<file path="config.mk">
export PLATFORM = sky130hd
export DESIGN_NAME = servo_sync_timer
export DESIGN_NICKNAME = d
export VERILOG_FILES = /design/src/rtl/sst_pkg.sv /design/src/rtl/sst_period_timer.sv /design/src/rtl/sst_cmd_bank.sv /design/src/rtl/sst_irq_ctrl.sv /design/src/rtl/servo_sync_timer.sv
export SDC_FILE = /design/constraint.sdc
export NUM_CORES = 1
export LEC_CHECK = 0
export BUFFER_PORTS_ARGS = -buffer_cell sky130_fd_sc_hd__buf_4
export CAP_MARGIN = 20
export CORE_MARGIN = 2
export CORE_UTILIZATION = 48
export CTS_BUF_LIST = sky130_fd_sc_hd__clkbuf_16
export DETAILED_ROUTE_END_ITERATION = 16
export PLACE_DENSITY = 0.78
export SLEW_MARGIN = 20
export SYNTH_ARGS = -nofsm -noshare
export SYNTH_HDL_FRONTEND = slang
export SYNTH_SLANG_ARGS = --single-unit
</file>
<file path="constraint.sdc">
create_clock -name clk -period 1.75 [get_ports clk]
set_input_delay 0.175 -clock clk [delete_from_list [all_inputs] [get_ports clk]]
set_output_delay 0.175 -clock clk [all_outputs]
set_load 0.02 [all_outputs]
</file>
<file path="src/rtl/sst_pkg.sv">
// Package sst_pkg
// Shared defaults and helper functions for the servo update timer.
// Assumes: nothing beyond IEEE 1800-2017 elaboration rules.
package sst_pkg;

    localparam int SST_AXES_DEF   = 4;   // number of servo axes
    localparam int SST_CMD_W_DEF  = 16;  // velocity command width
    localparam int SST_PER_W_DEF  = 16;  // period reload width

    // Width of an index that selects one of n items (at least one bit).
    function automatic int sst_idx_w(input int n);
        return (n > 1) ? $clog2(n) : 1;
    endfunction

endpackage

</file>
<file path="src/rtl/sst_period_timer.sv">
// Module sst_period_timer
// Down-counter that expires once every reload+1 cycles while enabled.
// It reloads from reload_i on expiry, and continuously while disabled, so
// a new period applies from the next reload. hit_o is combinational and
// is high in the cycle the enabled counter sits at zero.
// Assumes: reload_i is quasi-static (driven from a host register).
module sst_period_timer #(
    parameter int PERIOD_W = 16
) (
    input  logic                clk,
    input  logic                rst_n,
    input  logic                en_i,
    input  logic [PERIOD_W-1:0] reload_i,
    output logic                hit_o
);

    logic [PERIOD_W-1:0] cnt_q;
    logic                at_zero;

    assign at_zero = (cnt_q == '0);
    assign hit_o   = en_i && at_zero;

    // Count down while enabled; reload on expiry or while idle.
    always_ff @(posedge clk) begin
        if (!rst_n) begin
            cnt_q <= '0;
        end else if (!en_i || at_zero) begin
            cnt_q <= reload_i;
        end else begin
            cnt_q <= cnt_q - 1'b1;
        end
    end

endmodule

</file>
<file path="src/rtl/sst_cmd_bank.sv">
// Module sst_cmd_bank
// Double-buffered velocity command storage, one shadow/active pair per
// axis. Host writes land in the shadow. A load pulse copies every shadow
// into its active register in one edge, taking the shadow value held
// before that edge.
// Assumes: load_i is at most one cycle per event.
module sst_cmd_bank #(
    parameter int NUM_AXES = 4,
    parameter int CMD_W    = 16,
    parameter int AXIS_W   = 2
) (
    input  logic                      clk,
    input  logic                      rst_n,
    input  logic                      wr_en_i,
    input  logic [AXIS_W-1:0]         wr_axis_i,
    input  logic [CMD_W-1:0]          wr_data_i,
    input  logic                      load_i,
    output logic [NUM_AXES*CMD_W-1:0] active_o
);

    for (genvar a = 0; a < NUM_AXES; a++) begin : g_axis
        logic [CMD_W-1:0] shadow_q;
        logic [CMD_W-1:0] active_q;
        logic             sel;

        assign sel = wr_en_i && (wr_axis_i == AXIS_W'(a));

        // Capture host writes addressed to this axis.
        always_ff @(posedge clk) begin
            if (!rst_n) begin
                shadow_q <= '0;
            end else if (sel) begin
                shadow_q <= wr_data_i;
            end
        end

        // Transfer the pending command on an update event.
        always_ff @(posedge clk) begin
            if (!rst_n) begin
                active_q <= '0;
            end else if (load_i) begin
                active_q <= shadow_q;
            end
        end

        assign active_o[a*CMD_W +: CMD_W] = active_q;
    end

endmodule

</file>
<file path="src/rtl/sst_irq_ctrl.sv">
// Module sst_irq_ctrl
// Sticky interrupt and overrun flags. An event sets the interrupt. An
// event that finds the interrupt still pending, and not being cleared in
// that cycle, sets overrun. In a conflict with a clear, the set wins.
// Assumes: clears are write-one pulses from the host.
module sst_irq_ctrl (
    input  logic clk,
    input  logic rst_n,
    input  logic event_i,
    input  logic irq_clr_i,
    input  logic ovr_clr_i,
    output logic irq_o,
    output logic ovr_o
);

    logic irq_q;
    logic ovr_q;
    logic missed;

    assign missed = event_i && irq_q && !irq_clr_i;

    // Interrupt flag: set by event, cleared by host, set has priority.
    always_ff @(posedge clk) begin
        if (!rst_n) begin
            irq_q <= 1'b0;
        end else if (event_i) begin
            irq_q <= 1'b1;
        end else if (irq_clr_i) begin
            irq_q <= 1'b0;
        end
    end

    // Overrun flag: set on an unacknowledged repeat event.
    always_ff @(posedge clk) begin
        if (!rst_n) begin
            ovr_q <= 1'b0;
        end else if (missed) begin
            ovr_q <= 1'b1;
        end else if (ovr_clr_i) begin
            ovr_q <= 1'b0;
        end
    end

    assign irq_o = irq_q;
    assign ovr_o = ovr_q;

    // the interrupt only drops after a host clear
    a_r7_irq_sticky: assert property (@(posedge clk) disable iff (!rst_n)
        $fell(irq_o) |-> $past(irq_clr_i));

    // overrun only drops after its clear
    a_r8_ovr_sticky: assert property (@(posedge clk) disable iff (!rst_n)
        $fell(ovr_o) |-> $past(ovr_clr_i));

    // overrun only rises while an interrupt was pending
    a_r8_ovr_needs_irq: assert property (@(posedge clk) disable iff (!rst_n)
        $rose(ovr_o) |-> $past(irq_o));

endmodule

</file>
<file path="src/rtl/servo_sync_timer.sv">
// Module servo_sync_timer (top)
// Servo loop update timer. A timer expiry or a software request forms an
// update event. The event is registered into a one-cycle capture strobe,
// the command transfer for all axes, and the interrupt, all at one edge.
// Requests made while the strobe is high are dropped, so strobes never
// touch.
// Assumes: synchronous inputs in the clk domain.
module servo_sync_timer
    import sst_pkg::*;
#(
    parameter int  NUM_AXES = SST_AXES_DEF,
    parameter int  CMD_W    = SST_CMD_W_DEF,
    parameter int  PERIOD_W = SST_PER_W_DEF,
    localparam int AXIS_W   = sst_idx_w(NUM_AXES)
) (
    input  logic                      clk,
    input  logic                      rst_n,
    input  logic                      tmr_en,
    input  logic [PERIOD_W-1:0]       reload_i,
    input  logic                      sw_trig,
    input  logic                      cmd_wr_en,
    input  logic [AXIS_W-1:0]         cmd_wr_axis,
    input  logic [CMD_W-1:0]          cmd_wr_data,
    input  logic                      irq_clr,
    input  logic                      ovr_clr,
    output logic                      capture_o,
    output logic [NUM_AXES*CMD_W-1:0] active_cmd_o,
    output logic                      irq_o,
    output logic                      overrun_o
);

    logic tmr_hit;
    logic update_ev;
    logic capture_q;

    sst_period_timer #(
        .PERIOD_W (PERIOD_W)
    ) u_timer (
        .clk      (clk),
        .rst_n    (rst_n),
        .en_i     (tmr_en),
        .reload_i (reload_i),
        .hit_o    (tmr_hit)
    );

    // Merge timer and software requests; suppress during a strobe.
    assign update_ev = (tmr_hit || sw_trig) && !capture_q;

    // Register the event into the one-cycle capture strobe.
    always_ff @(posedge clk) begin
        if (!rst_n) begin
            capture_q <= 1'b0;
        end else begin
            capture_q <= update_ev;
        end
    end

    assign capture_o = capture_q;

    sst_cmd_bank #(
        .NUM_AXES (NUM_AXES),
        .CMD_W    (CMD_W),
        .AXIS_W   (AXIS_W)
    ) u_bank (
        .clk       (clk),
        .rst_n     (rst_n),
        .wr_en_i   (cmd_wr_en),
        .wr_axis_i (cmd_wr_axis),
        .wr_data_i (cmd_wr_data),
        .load_i    (update_ev),
        .active_o  (active_cmd_o)
    );

    sst_irq_ctrl u_irq (
        .clk       (clk),
        .rst_n     (rst_n),
        .event_i   (update_ev),
        .irq_clr_i (irq_clr),
        .ovr_clr_i (ovr_clr),
        .irq_o     (irq_o),
        .ovr_o     (overrun_o)
    );

    // the capture strobe is never high two cycles running
    a_r3_single_strobe: assert property (@(posedge clk) disable iff (!rst_n)
        capture_o |=> !capture_o);

    // active commands move only together with the strobe
    a_r4_cmd_stable: assert property (@(posedge clk) disable iff (!rst_n)
        !capture_o |-> $stable(active_cmd_o));

    // every strobe is accompanied by a pending interrupt
    a_r7_irq_with_strobe: assert property (@(posedge clk) disable iff (!rst_n)
        capture_o |-> irq_o);

    // no strobe without an enabled timer or a software request
    a_r6_no_spurious: assert property (@(posedge clk) disable iff (!rst_n)
        (!$past(tmr_en) && !$past(sw_trig)) |-> !capture_o);

endmodule

</file>
==> qor.csv <==
stage,metric,value,unit
worst_setup_path,worstPathMaxFanout,21,
route,drt_pass1_iterations,6,
route,wire_per_inst,18.6,um
timing,fin_crit,1.76,ns
timing,finalSetupViolCount,1,
run,cap_violations,0,
logic_synthesis,synth_nets,973,
finish,final_cell_mix,"dfxtp_1, buf_4, nand2_1, a21oi_1, nand3b_1",
worst_setup_path,end_kind,flop,
placed_design,numPortBuffers,107,
clock_tree,cts.sinks,147,
logic_synthesis,synth_edf_count,0,
global_route,grt_first_pass_wirelength,34400,um
clock_tree,cts_buffers,17,
clock_tree,insertion_delay,0.43,ns
clock_tree,cts_root_buffer,clkbuf_16,
worst_setup_path,reg2reg_from,u_timer.cnt_q[1],
floorplanning,ios,108,
outcome,status,"finished, violations left",
finish,final_core_util,0.612,
logic_synthesis,synthFlopType,dfxtp_1,
placed_design,place_congestion,0.803,
clock_tree,htreeDepth,4,
finish,nFillCells,1308,
clock_tree,cts_tree,built,
finish,final_common_cell,dfxtp_1,
worst_setup_path,critPathKind,flop to flop,
floorplanning,start_util,0.491,
route,drt_iter0_drc,1016,
logic_synthesis,syn_area,7440,um^2
logic_synthesis,synth_async_sr_flop_share,0,
finish,n_antenna_cell,0,
timing,hold_viol,0,
floorplanning,die_area,16500,um^2
global_route,grt_overflow,0,
route,routed_via_density,6.30,
clock_tree,clk_pin_slew,0.06,ns
finish,drive_above_1_share,0.211,
floorplanning,rows,45,
global_route,grt_usage,0.261,
worst_setup_path,startpoint_type,flop,
route,vias,7557,
logic_synthesis,synthDistinctLibCells,42,
power,ir_drop,0.775,mV
outcome,failed_checks,negative setup slack,
finish,nets,1043,
timing,fmax,0.567,GHz
power,power_leakage,3.75,nW
floorplanning,die_w,128,um
timing,slew_violations,0,
route,routed_wl,22300,um
clock_tree,clockBufferDepth,2,
min_path,min-delay-start,reload_i[8],
min_path,min_path_type,input pin to flop,
global_route,grt_pass1_vias,6604,
floorplanning,die-height,128,um
route,drc,0,
power,p_total,0.00785,W
timing,finalClockSkew,0.00662,ns
worst_setup_path,cp.required,2.12,ns
logic_synthesis,syn_avg_cell_area,8.00,um^2
route,drtAntennaViolNets,0,
timing,worst_slack,-0.0147,ns
worst_setup_path,startpoint,u_timer.cnt_q[1],
global_route,grt_antenna_before_repair,0,
logic_synthesis,ys.warnings.count,0,
logic_synthesis,ys_seq_area_frac,0.396,
timing,period_share,1.01,
floorplanning,core,15100,um^2
power,powerDensity,847,nW/um^2
logic_synthesis,syn_inst,930,
finish,areaGrowthSynthToFinish,24.5,%
timing,worst_slew_pin_slew,0.581,ns
worst_setup_path,cp.arrival,2.13,ns
timing,rsz0062_at_grt,true,
placed_design,place_hpwl,12700,um
logic_synthesis,synth_seq_cells,147,
timing,slew_headroom,0.612,
global_route,grt_max_degree,131,
[worst max-delay path, cell delays in order (launching register included)]
cell and delay, ns:
dfxtp_1 0.32, inv_2 0.06, ha_2 0.16, and4bb_2 0.25, nand4_4 0.10, buf_6 0.18
buf_12 0.15, or3_1 0.36, nand3_1 0.11
[repair_timing]
action                                  CTS  global route
buffers inserted                          3             0
hold buffers                              2             0
pin swaps                                 2            20
endpoints found under the setup margin    3            77
hold endpoints to repair                  2             0
gates resized for setup                   6            17
gates cloned                              2             3
[flip-flops by register name, indices dropped and copies added, names as in the netlist]
register and cells:
capture_o 1, u_bank.g_axis.active_q 64, u_bank.g_axis.shadow_q 64, u_irq.irq_o 1, u_irq.ovr_o 1, u_timer.cnt_q 16
[per-layer routing]
| layer | GRT usage | share of wire | vias up |
|---|---|---|---|
| met5 | 0 | 0 | - |
| li1 | - | - | 3581 |
| met3 | 0.0661 | 0.091 | 46 |
| met2 | 0.412 | 0.46 | 340 |
| met4 | 0.106 | 0.028 | 0 |
| met1 | 0.344 | 0.42 | 3590 |
[cell usage after synthesis (all sizes together), types with 3 or more instances]
library cell,count,share of area
a211oi,5,0.0050
a21oi,72,0.048
a31oi,64,0.054
and3,65,0.055
buf,9,0.012
clkbuf,101,0.052
dfxtp,147,0.40
inv,6,0.0030
nand2,133,0.067
nand3,67,0.045
nand3b,66,0.067
nand4,5,0.0050
nor2,14,0.0071
nor3,3,0.0020
nor3b,3,0.0044
nor4,3,0.0074
o2111ai,64,0.075
o21ai,9,0.0061
or3,64,0.054
xnor2,3,0.0035
xor2,9,0.011
[area by class of cell]
type / instances / area [um^2] / area share
multi-input combinational: 667 / 4100 / 0.443
timing repair buffer: 161 / 1450 / 0.156
clock buffer: 17 / 425 / 0.0459
tap: 188 / 235 / 0.0254
clock inverter: 14 / 82.6 / 0.00892
sequential: 147 / 2950 / 0.319
inverter: 6 / 22.5 / 0.00243
[cells by family (layout without fill, tap and decap cells)]
family / after synthesis / count (layout) / synth area share
muxes: 2 / 2 / 0.00269
DFF: 147 / 147 / 0.396
buffers and inverters: 116 / 198 / 0.0666
AOI/OAI and AO/OA: 219 / 219 / 0.195
adders and majority gates: 2 / 2 / 0.00336
xor gates and xnor gates: 12 / 12 / 0.0141
and+or+nand+nor: 432 / 432 / 0.323
[through the flow]
step           hold slack (ns)  instances  cell area [um^2]  setup slack (ns)  TNS (ns)
3_3_place_gp             0.415       1159              8490            0.0628         0
3_5_place_dp             0.415       1159              8490            0.0262         0
2_1_floorplan            0.311        930              7440            0.0925         0
4_1_cts                 0.0140       1197              9130           -0.0120   -0.0321
6_report                0.0212       1200              9260           -0.0147   -0.0147
5_1_grt                 0.0345       1200              9260            -0.102     -3.03
[worst paths after layout]
check / endpoint / slack [ns] / cells after the start
worst max-delay path: u_bank.g_axis[3].active_q[4] / -0.01 / 8
worst min-delay path: u_timer.cnt_q[8] / 0.02 / 3
worst max register to register: u_bank.g_axis[3].active_q[4] / -0.01 / 8
worst min register to register: u_bank.g_axis[1].shadow_q[10] / 0.47 / 2
[power breakdown]
part | internal [W] | total (W) | switching [W]
Combinational | 0.000397 | 0.00104 | 0.000638
Clock | 0.00188 | 0.00324 | 0.00136
Sequential | 0.00346 | 0.00357 | 0.000106
Total | 0.00574 | 0.00785 | 0.00211
No activity file was read; power rests on OpenSTA's default activity.
